[config.mk]
export PLATFORM = sky130hd
export DESIGN_NAME = mux_bus_seq
export DESIGN_NICKNAME = d
export VERILOG_FILES = /design/src/rtl/mbus_pkg.sv /design/src/rtl/mbus_rdy_sync.sv /design/src/rtl/mbus_cfg_cap.sv /design/src/rtl/mbus_cycle_fsm.sv /design/src/rtl/mux_bus_seq.sv
export SDC_FILE = /design/constraint.sdc
export NUM_CORES = 1
export LEC_CHECK = 0
export ABC_AREA = 1
export BUFFER_PORTS_ARGS = -buffer_cell sky130_fd_sc_hd__buf_2
export CAP_MARGIN = 20
export CORE_MARGIN = 3
export CORE_UTILIZATION = 45
export DETAILED_ROUTE_END_ITERATION = 10
export GPL_ROUTABILITY_DRIVEN = 0
export PLACE_DENSITY = 0.73
export SETUP_SLACK_MARGIN = 0.05
export SYNTH_ARGS = -nofsm -noshare
export SYNTH_HDL_FRONTEND = slang
export SYNTH_HIERARCHICAL = 1
export SYNTH_SLANG_ARGS = --single-unit
[constraint.sdc]
create_clock -name clk -period 1.7 [get_ports clk]
set_clock_uncertainty 0.2 [all_clocks]
set_input_delay 0.17 -clock clk [delete_from_list [all_inputs] [get_ports clk]]
set_output_delay 0.17 -clock clk [all_outputs]
set_load 0.05 [all_outputs]
[src/rtl/mbus_pkg.sv]
package mbus_pkg;
   typedef enum logic [2:0] {
      ST_IDLE = 3'd0,
      ST_T1   = 3'd1,
      ST_T2   = 3'd2,
      ST_T3   = 3'd3,
      ST_TW   = 3'd4,
      ST_T4   = 3'd5,
      ST_HOLD = 3'd6
   } bus_state_e;
endpackage

[src/rtl/mbus_rdy_sync.sv]
module mbus_rdy_sync #(
   parameter int STAGES = 2
) (
   input  logic clk,
   input  logic rst_n,
   input  logic async_in,
   output logic sync_out
);
   if (STAGES < 2) begin : g_bad_stages
      $error("mbus_rdy_sync: STAGES must be at least 2");
   end

   logic [STAGES-1:0] chain;

   for (genvar s = 0; s < STAGES; s++) begin : g_stage
      always_ff @(posedge clk or negedge rst_n) begin
         if (!rst_n) chain[s] <= 1'b0;
         else if (s == 0) chain[s] <= async_in;
         else chain[s] <= chain[(s == 0) ? 0 : s-1];
      end
   end

   assign sync_out = chain[STAGES-1];
endmodule

[src/rtl/mbus_cfg_cap.sv]
module mbus_cfg_cap #(
   parameter int DW = 16
) (
   input  logic          clk,
   input  logic          rst_n,
   input  logic [DW-1:0] pins_in,
   input  logic          strap_n,
   output logic [DW-1:0] cfg_word,
   output logic          strap_q
);
   always_ff @(posedge clk) begin
      if (!rst_n) begin
         cfg_word <= pins_in;
         strap_q  <= strap_n;
      end
   end

   assert_cfg_stable_R8 : assert property (@(posedge clk) disable iff (!rst_n)
      $past(rst_n) |-> ($stable(cfg_word) && $stable(strap_q)));
endmodule

[src/rtl/mbus_cycle_fsm.sv]
module mbus_cycle_fsm
   import mbus_pkg::*;
#(
   parameter int AW = 20,
   parameter int DW = 16
) (
   input  logic           clk,
   input  logic           rst_n,
   input  logic           req_valid,
   input  logic [AW-1:0]  req_addr,
   input  logic           req_wr,
   input  logic [DW/8-1:0] req_be,
   input  logic [DW-1:0]  req_wdata,
   input  logic           hold_req,
   input  logic           rdy_s,
   input  logic [DW-1:0]  ad_in,
   output bus_state_e     state,
   output logic [DW-1:0]  cur_lo,
   output logic           cur_wr,
   output logic [DW/8-1:0] cur_be,
   output logic [DW-1:0]  cur_wdata,
   output logic [AW-1:0]  a_early,
   output logic           req_ready,
   output logic           done,
   output logic [DW-1:0]  rdata
);
   bus_state_e nxt;
   logic       start;

   assign req_ready = (state == ST_IDLE) && !hold_req;
   assign start     = req_ready && req_valid;

   always_comb begin
      nxt = state;
      unique case (state)
         ST_IDLE: begin
            if (hold_req)       nxt = ST_HOLD;
            else if (req_valid) nxt = ST_T1;
         end
         ST_T1:   nxt = ST_T2;
         ST_T2:   nxt = ST_T3;
         ST_T3,
         ST_TW:   nxt = rdy_s ? ST_T4 : ST_TW;
         ST_T4:   nxt = ST_IDLE;
         ST_HOLD: nxt = hold_req ? ST_HOLD : ST_IDLE;
         default: nxt = ST_IDLE;
      endcase
   end

   always_ff @(posedge clk or negedge rst_n) begin
      if (!rst_n) begin
         state     <= ST_IDLE;
         cur_lo    <= '0;
         cur_wr    <= 1'b0;
         cur_be    <= '0;
         cur_wdata <= '0;
         done      <= 1'b0;
         rdata     <= '0;
      end else begin
         state <= nxt;
         done  <= (state == ST_T4);
         if (start) begin
            cur_lo    <= req_addr[DW-1:0];
            cur_wr    <= req_wr;
            cur_be    <= req_be;
            cur_wdata <= req_wdata;
         end
         if (state == ST_T4 && !cur_wr) rdata <= ad_in;
      end
   end

   // separate address moves half a clock ahead of the first phase
   always_ff @(negedge clk or negedge rst_n) begin
      if (!rst_n)     a_early <= '0;
      else if (start) a_early <= req_addr;
   end

   assert_wait_on_low_ready_R9 : assert property (@(posedge clk) disable iff (!rst_n)
      ((state == ST_T3 || state == ST_TW) && !rdy_s) |=> (state == ST_TW));
   assert_hold_from_idle_R11 : assert property (@(posedge clk) disable iff (!rst_n)
      (state == ST_HOLD) |-> ($past(state) == ST_IDLE || $past(state) == ST_HOLD));
   assert_done_single_R10 : assert property (@(posedge clk) disable iff (!rst_n)
      done |=> !done);
   assert_four_phase_R1 : assert property (@(posedge clk) disable iff (!rst_n)
      (state == ST_T1) |=> (state == ST_T2));
endmodule

[src/rtl/mux_bus_seq.sv]
module mux_bus_seq
   import mbus_pkg::*;
#(
   parameter int AW          = 20,
   parameter int DW          = 16,
   parameter int SYNC_STAGES = 2
) (
   input  logic            clk,
   input  logic            rst_n,
   input  logic            req_valid,
   output logic            req_ready,
   input  logic [AW-1:0]   req_addr,
   input  logic            req_wr,
   input  logic [DW/8-1:0] req_be,
   input  logic [DW-1:0]   req_wdata,
   output logic            done,
   output logic [DW-1:0]   rdata,
   input  logic            hold_req,
   output logic            hlda,
   input  logic            rdy_async,
   input  logic            strap_n,
   output logic [AW-1:0]   a_out,
   output logic            a_oe,
   output logic [DW-1:0]   ad_out,
   output logic [DW/8-1:0] ad_oe,
   input  logic [DW-1:0]   ad_in,
   output logic            ale,
   output logic            status_norm,
   output logic [DW-1:0]   cfg_word
);
   localparam int NL = DW / 8;

   if (DW % 8 != 0 || DW < 8) begin : g_bad_dw
      $error("mux_bus_seq: DW must be a nonzero multiple of 8");
   end
   if (AW < DW) begin : g_bad_aw
      $error("mux_bus_seq: AW must not be narrower than DW");
   end

   bus_state_e          state;
   logic [DW-1:0]       cur_lo;
   logic                cur_wr;
   logic [NL-1:0]       cur_be;
   logic [DW-1:0]       cur_wdata;
   logic                rdy_s;
   logic                strap_q;
   logic                addr_en;
   logic                data_ph;

   mbus_rdy_sync #(.STAGES(SYNC_STAGES)) u_sync (
      .clk      (clk),
      .rst_n    (rst_n),
      .async_in (rdy_async),
      .sync_out (rdy_s)
   );

   mbus_cfg_cap #(.DW(DW)) u_cfg (
      .clk      (clk),
      .rst_n    (rst_n),
      .pins_in  (ad_in),
      .strap_n  (strap_n),
      .cfg_word (cfg_word),
      .strap_q  (strap_q)
   );

   mbus_cycle_fsm #(.AW(AW), .DW(DW)) u_fsm (
      .clk       (clk),
      .rst_n     (rst_n),
      .req_valid (req_valid),
      .req_addr  (req_addr),
      .req_wr    (req_wr),
      .req_be    (req_be),
      .req_wdata (req_wdata),
      .hold_req  (hold_req),
      .rdy_s     (rdy_s),
      .ad_in     (ad_in),
      .state     (state),
      .cur_lo    (cur_lo),
      .cur_wr    (cur_wr),
      .cur_be    (cur_be),
      .cur_wdata (cur_wdata),
      .a_early   (a_out),
      .req_ready (req_ready),
      .done      (done),
      .rdata     (rdata)
   );

   assign status_norm = !strap_q;
   assign addr_en     = !strap_q;
   assign hlda        = (state == ST_HOLD);
   assign a_oe        = rst_n && (state != ST_HOLD);
   assign ale         = (state == ST_T1);
   assign data_ph     = (state == ST_T2) || (state == ST_T3) ||
                        (state == ST_TW) || (state == ST_T4);

   for (genvar g = 0; g < NL; g++) begin : g_lane
      logic       lane_oe;
      logic [7:0] lane_dat;
      always_comb begin
         lane_oe  = 1'b0;
         lane_dat = cur_wdata[g*8 +: 8];
         if (ale) begin
            lane_oe  = addr_en;
            lane_dat = cur_lo[g*8 +: 8];
         end else if (data_ph) begin
            lane_oe  = cur_wr && cur_be[g];
         end
      end
      assign ad_out[g*8 +: 8] = lane_dat;
      assign ad_oe[g]         = lane_oe && rst_n;
   end

   assert_float_in_hold_R7 : assert property (@(posedge clk) disable iff (!rst_n)
      hlda |-> (!a_oe && ad_oe == '0 && !ale));
   assert_ale_single_R3 : assert property (@(posedge clk) disable iff (!rst_n)
      ale |=> !ale);
   assert_addr_match_R4 : assert property (@(posedge clk) disable iff (!rst_n)
      (ale && ad_oe != '0) |-> (ad_out == a_out[DW-1:0]));
   assert_read_floats_R6 : assert property (@(posedge clk) disable iff (!rst_n)
      (data_ph && !cur_wr) |-> (ad_oe == '0));
endmodule

==> summary.md <==
| Metric | Value |
|---|---|
| Worst Hold Margin | `-0.0540 ns` |
| Slew at the pin closest to its max-slew limit | `just over 0.5 ns` |
| Count of vias placed by the detailed router | `3,918` |
| Total Wirelength | `13,000 um` |
| Clock sink count | `94` |
| Number of nets with antenna violations after routing | `0` |
| First-pass GRT wire length | `19,800 um` |
| Overall track demand over capacity in global routing | `25.8%` |
| Final antenna diode count | `0` |
| Initial core utilization | `46.6%` |
| Mapped Cells | `405` |
| Share of Yosys cell area claimed by the top area cell type | `37.0%` |
| Most repeated cell in the gate-level netlist after synthesis | `sky130_fd_sc_hd__nand2_1` |
| Synth area leader | `sky130_fd_sc_hd__dfrtp_1` |
| Routed wirelength normalized by instance count | `between 15 and 20 um` |
| Number of library cell types mapped by synthesis | `27` |
| CP Cell Sequence | `nor2_4 -> nand3_4 -> buf_6 -> o21ai_1 -> nand2_1` |
| First drt pass iteration count | `5` |
| Top area cells in the synthesized netlist | `sky130_fd_sc_hd__dfrtp_1, sky130_fd_sc_hd__nand2_1, sky130_fd_sc_hd__edfxtp_1, sky130_fd_sc_hd__dfrtn_1, sky130_fd_sc_hd__o21ai_1` |
| Cell family with the largest share of critical-path delay | `flip-flops` |
| Final setup vio count | `100` |
| CTS buffer count | `9` |
| Share of flip-flops with an asynchronous set or reset after synthesis | `81.9%` |
| Commonest cells in the netlist | `sky130_fd_sc_hd__nand2_1, sky130_fd_sc_hd__dfrtp_1, sky130_fd_sc_hd__o21ai_1` |
| Failing checks | `hold timing, setup timing` |
| Startpoint types | `flop` |
| Path type of the worst setup path | `flop to flop` |
| Share of final-layout standard cells stronger than drive strength 1 | `47.2%` |
| Final count of hold timing violations | `16` |
| Die span in x | `around 99 um` |
| Min-Delay Path Class | `input pin to flop` |
| Max IR drop VDD | `roughly 0.0014 V` |
| Clock-pin slew on the worst setup and hold paths | `0.09 ns` |
| Detailed-route vias per instance | `around 5.2` |
| Delay of the slowest critical-path stage | `between 0.4 and 0.5 ns` |
| Crit path arrival time | `1.46 ns` |
| Num rows | `33` |
| Data required, critical path | `0.84 ns` |
| Total nets after synthesis | `466` |
| Area of the mapped netlist | `slightly below 4000 um2` |
| Max-slew headroom | `66.2%` |
| CTS tree | `yes` |
| Count of flip-flops with a built-in enable after synthesis | `17` |
| Vert. Die Dim | `98.5 um` |
| Vias in the first global route | `4,004` |
| Mean area per synthesized cell | `9.51 um2` |
| Number of violations reported at the end of detailed-routing iteration 0 | `between 150 and 200` |
| Unrepaired setup endpoints after global routing | `yes` |
| Number of ports placed on the die boundary | `137` |
| Share of synthesized area occupied by flip-flops and latches | `a little over three fifths` |
| Cell type of the slowest stage on the worst timing path | `sky130_fd_sc_hd__dfrtp_1` |
| Port-buffer cells | `136` |
| Status | `finished, violations left` |
| Largest buffer count on any clock path | `2` |
| YS warnings | `6` |
| Area overhead of the layout relative to synthesis | `69.5%` |
| Type of destination of the critical path | `flop` |
| Die Area | `9700 um2` |
| Final Slew Violations | `0` |
| Nets | `710` |
| Core Box Area | `8260 um2` |
| Final global-route overflow total | `0` |
| Static leakage power | `about 3.3 nW` |
| DRC violations left | `0` |
| Maximum capacitance violations | `0` |
| Number of buffers and inverters on the critical path | `1` |
| Clock latency of the later-clocked register in the worst-skew pair | `0.35 ns` |
| Pwr/cell area | `2070 nW/um2` |
| Worst slack after detailed placement | `-0.553 ns` |
| Most frequently used flop master after synthesis | `sky130_fd_sc_hd__dfrtp_1` |
| Slack of the critical path | `-0.620 ns` |
| CTS H-tree depth | `3` |
| Initial antenna violation count | `0` |
| Overall Power | `approximately 13 mW` |
| Root cell of the clock tree | `sky130_fd_sc_hd__clkbuf_8` |
| HPWL Detailed | `7580 um` |
| Critical-path maximum fanout | `8` |
| Number of flip-flops and latches in the synthesized netlist | `94` |
| Largest net degree at the start of global routing | `24` |
[final timing paths]
path	from	to	slack (ns)	cells past startpoint
worst max-delay path	u_fsm/state[0]	u_fsm/a_early[16]	-0.62	5
worst min-delay path	req_addr[15]	u_fsm/cur_lo[15]	-0.05	4
worst max register to register	u_fsm/state[0]	u_fsm/a_early[16]	-0.62	5
worst min register to register	u_sync/chain[0]	u_sync/sync_out	0.16	0
max in group asynchronous	rst_n	u_fsm/a_early[17]	0.28	3
min in group asynchronous	rst_n	u_fsm/cur_lo[4]	0.08	3
[worst reg2reg max path: cells and delay by family, from the launching register on]
kind	cells	cell delay (ns)
compound gates	1	0.15
buf+inv	1	0.18
simple gates	3	0.36
flops	1	0.41
[routing by layer]
layer  share of wire [%]  track usage, %  vias up
met2                  53            46.0      180
met1                  37            30.0     1906
met3                 7.0            6.30       33
met4                 3.3            9.98        0
li1                    -               -     1799
met5                   0               0        -
[cell families after synthesis]
family | after synthesis | share of synthesized area (%)
AND/OR/NAND/NOR | 216 | 23.1
flip-flops | 94 | 63.3
AO/OA/AOI/OAI | 61 | 7.99
buffers and inverters | 34 | 5.59
[power by group]
group	internal (mW)	switching, mW
Clock	0.840	0.802
Sequential	3.19	0.652
Combinational	3.00	5.01
[cell type report]
| type | count | area [um2] |
|---|---|---|
| repair buffers | 252 | 2190 |
| multi-input cells | 278 | 1480 |
| inverters | 13 | 56.3 |
| repair inverters | 1 | 16.3 |
| fillers | 504 | 1730 |
| well taps | 105 | 131 |
| clock inverters | 6 | 92.6 |
| flip-flops and latches | 94 | 2440 |
| clock buffers | 10 | 128 |
[per-stage QoR]
step           util (%)  area [um2]  std cells  hold WS (ns)  TNS (ns)
3_3_place_gp       60.7        5010        675        -0.149    -13.56
5_1_grt            79.1        6530        759       -0.0593    -37.29
4_1_cts            75.9        6270        749       -0.0647    -33.09
6_report           79.1        6530        759       -0.0540    -31.23
2_1_floorplan         -        3900        405        -0.326    -17.13
3_5_place_dp       60.7        5010        675        -0.152    -14.53
[registers in the layout (all words and copies together) (netlist names)]
register	count
u_fsm/cur_lo	16
u_fsm/cur_wdata	16
u_cfg/cfg_word	16
u_sync/chain	1
u_fsm/done	1
u_sync/sync_out	1
u_fsm/rdata	16
u_fsm/a_early	20
u_fsm/cur_be	2
u_cfg/strap_q	1
u_fsm/state	3
u_fsm/cur_wr	1
[what timing repair did]
action | in CTS | in global routing
setup buffers | 15 | 7
endpoints found under the setup margin | 62 | 133
pin swaps | 12 | 21
endpoints found under the hold margin | 129 | 16
cloned | 3 | 2
resized for setup | 144 | 61
hold buffers | 40 | 1
[placed cells by master (no fill, tap or decap), types with 2 or more instances in the layout]
cell,instances
sky130_fd_sc_hd__buf_12,8
sky130_fd_sc_hd__buf_2,93
sky130_fd_sc_hd__buf_4,53
sky130_fd_sc_hd__buf_6,35
sky130_fd_sc_hd__buf_8,20
sky130_fd_sc_hd__bufinv_16,2
sky130_fd_sc_hd__clkbuf_8,9
sky130_fd_sc_hd__clkinvlp_4,2
sky130_fd_sc_hd__dfrtn_1,20
sky130_fd_sc_hd__dfrtp_1,57
sky130_fd_sc_hd__dlygate4sd3_1,40
sky130_fd_sc_hd__edfxtp_1,17
sky130_fd_sc_hd__inv_1,6
sky130_fd_sc_hd__inv_2,5
sky130_fd_sc_hd__inv_6,2
sky130_fd_sc_hd__nand2_1,151
sky130_fd_sc_hd__nand2_2,30
sky130_fd_sc_hd__nand2_4,4
sky130_fd_sc_hd__nand3_1,15
sky130_fd_sc_hd__nand3_2,5
sky130_fd_sc_hd__nor2_1,2
sky130_fd_sc_hd__nor2_4,4
sky130_fd_sc_hd__o21ai_0,3
sky130_fd_sc_hd__o21ai_1,28
sky130_fd_sc_hd__o21ai_2,25
Note: power is estimated with default switching activity, not from simulation.
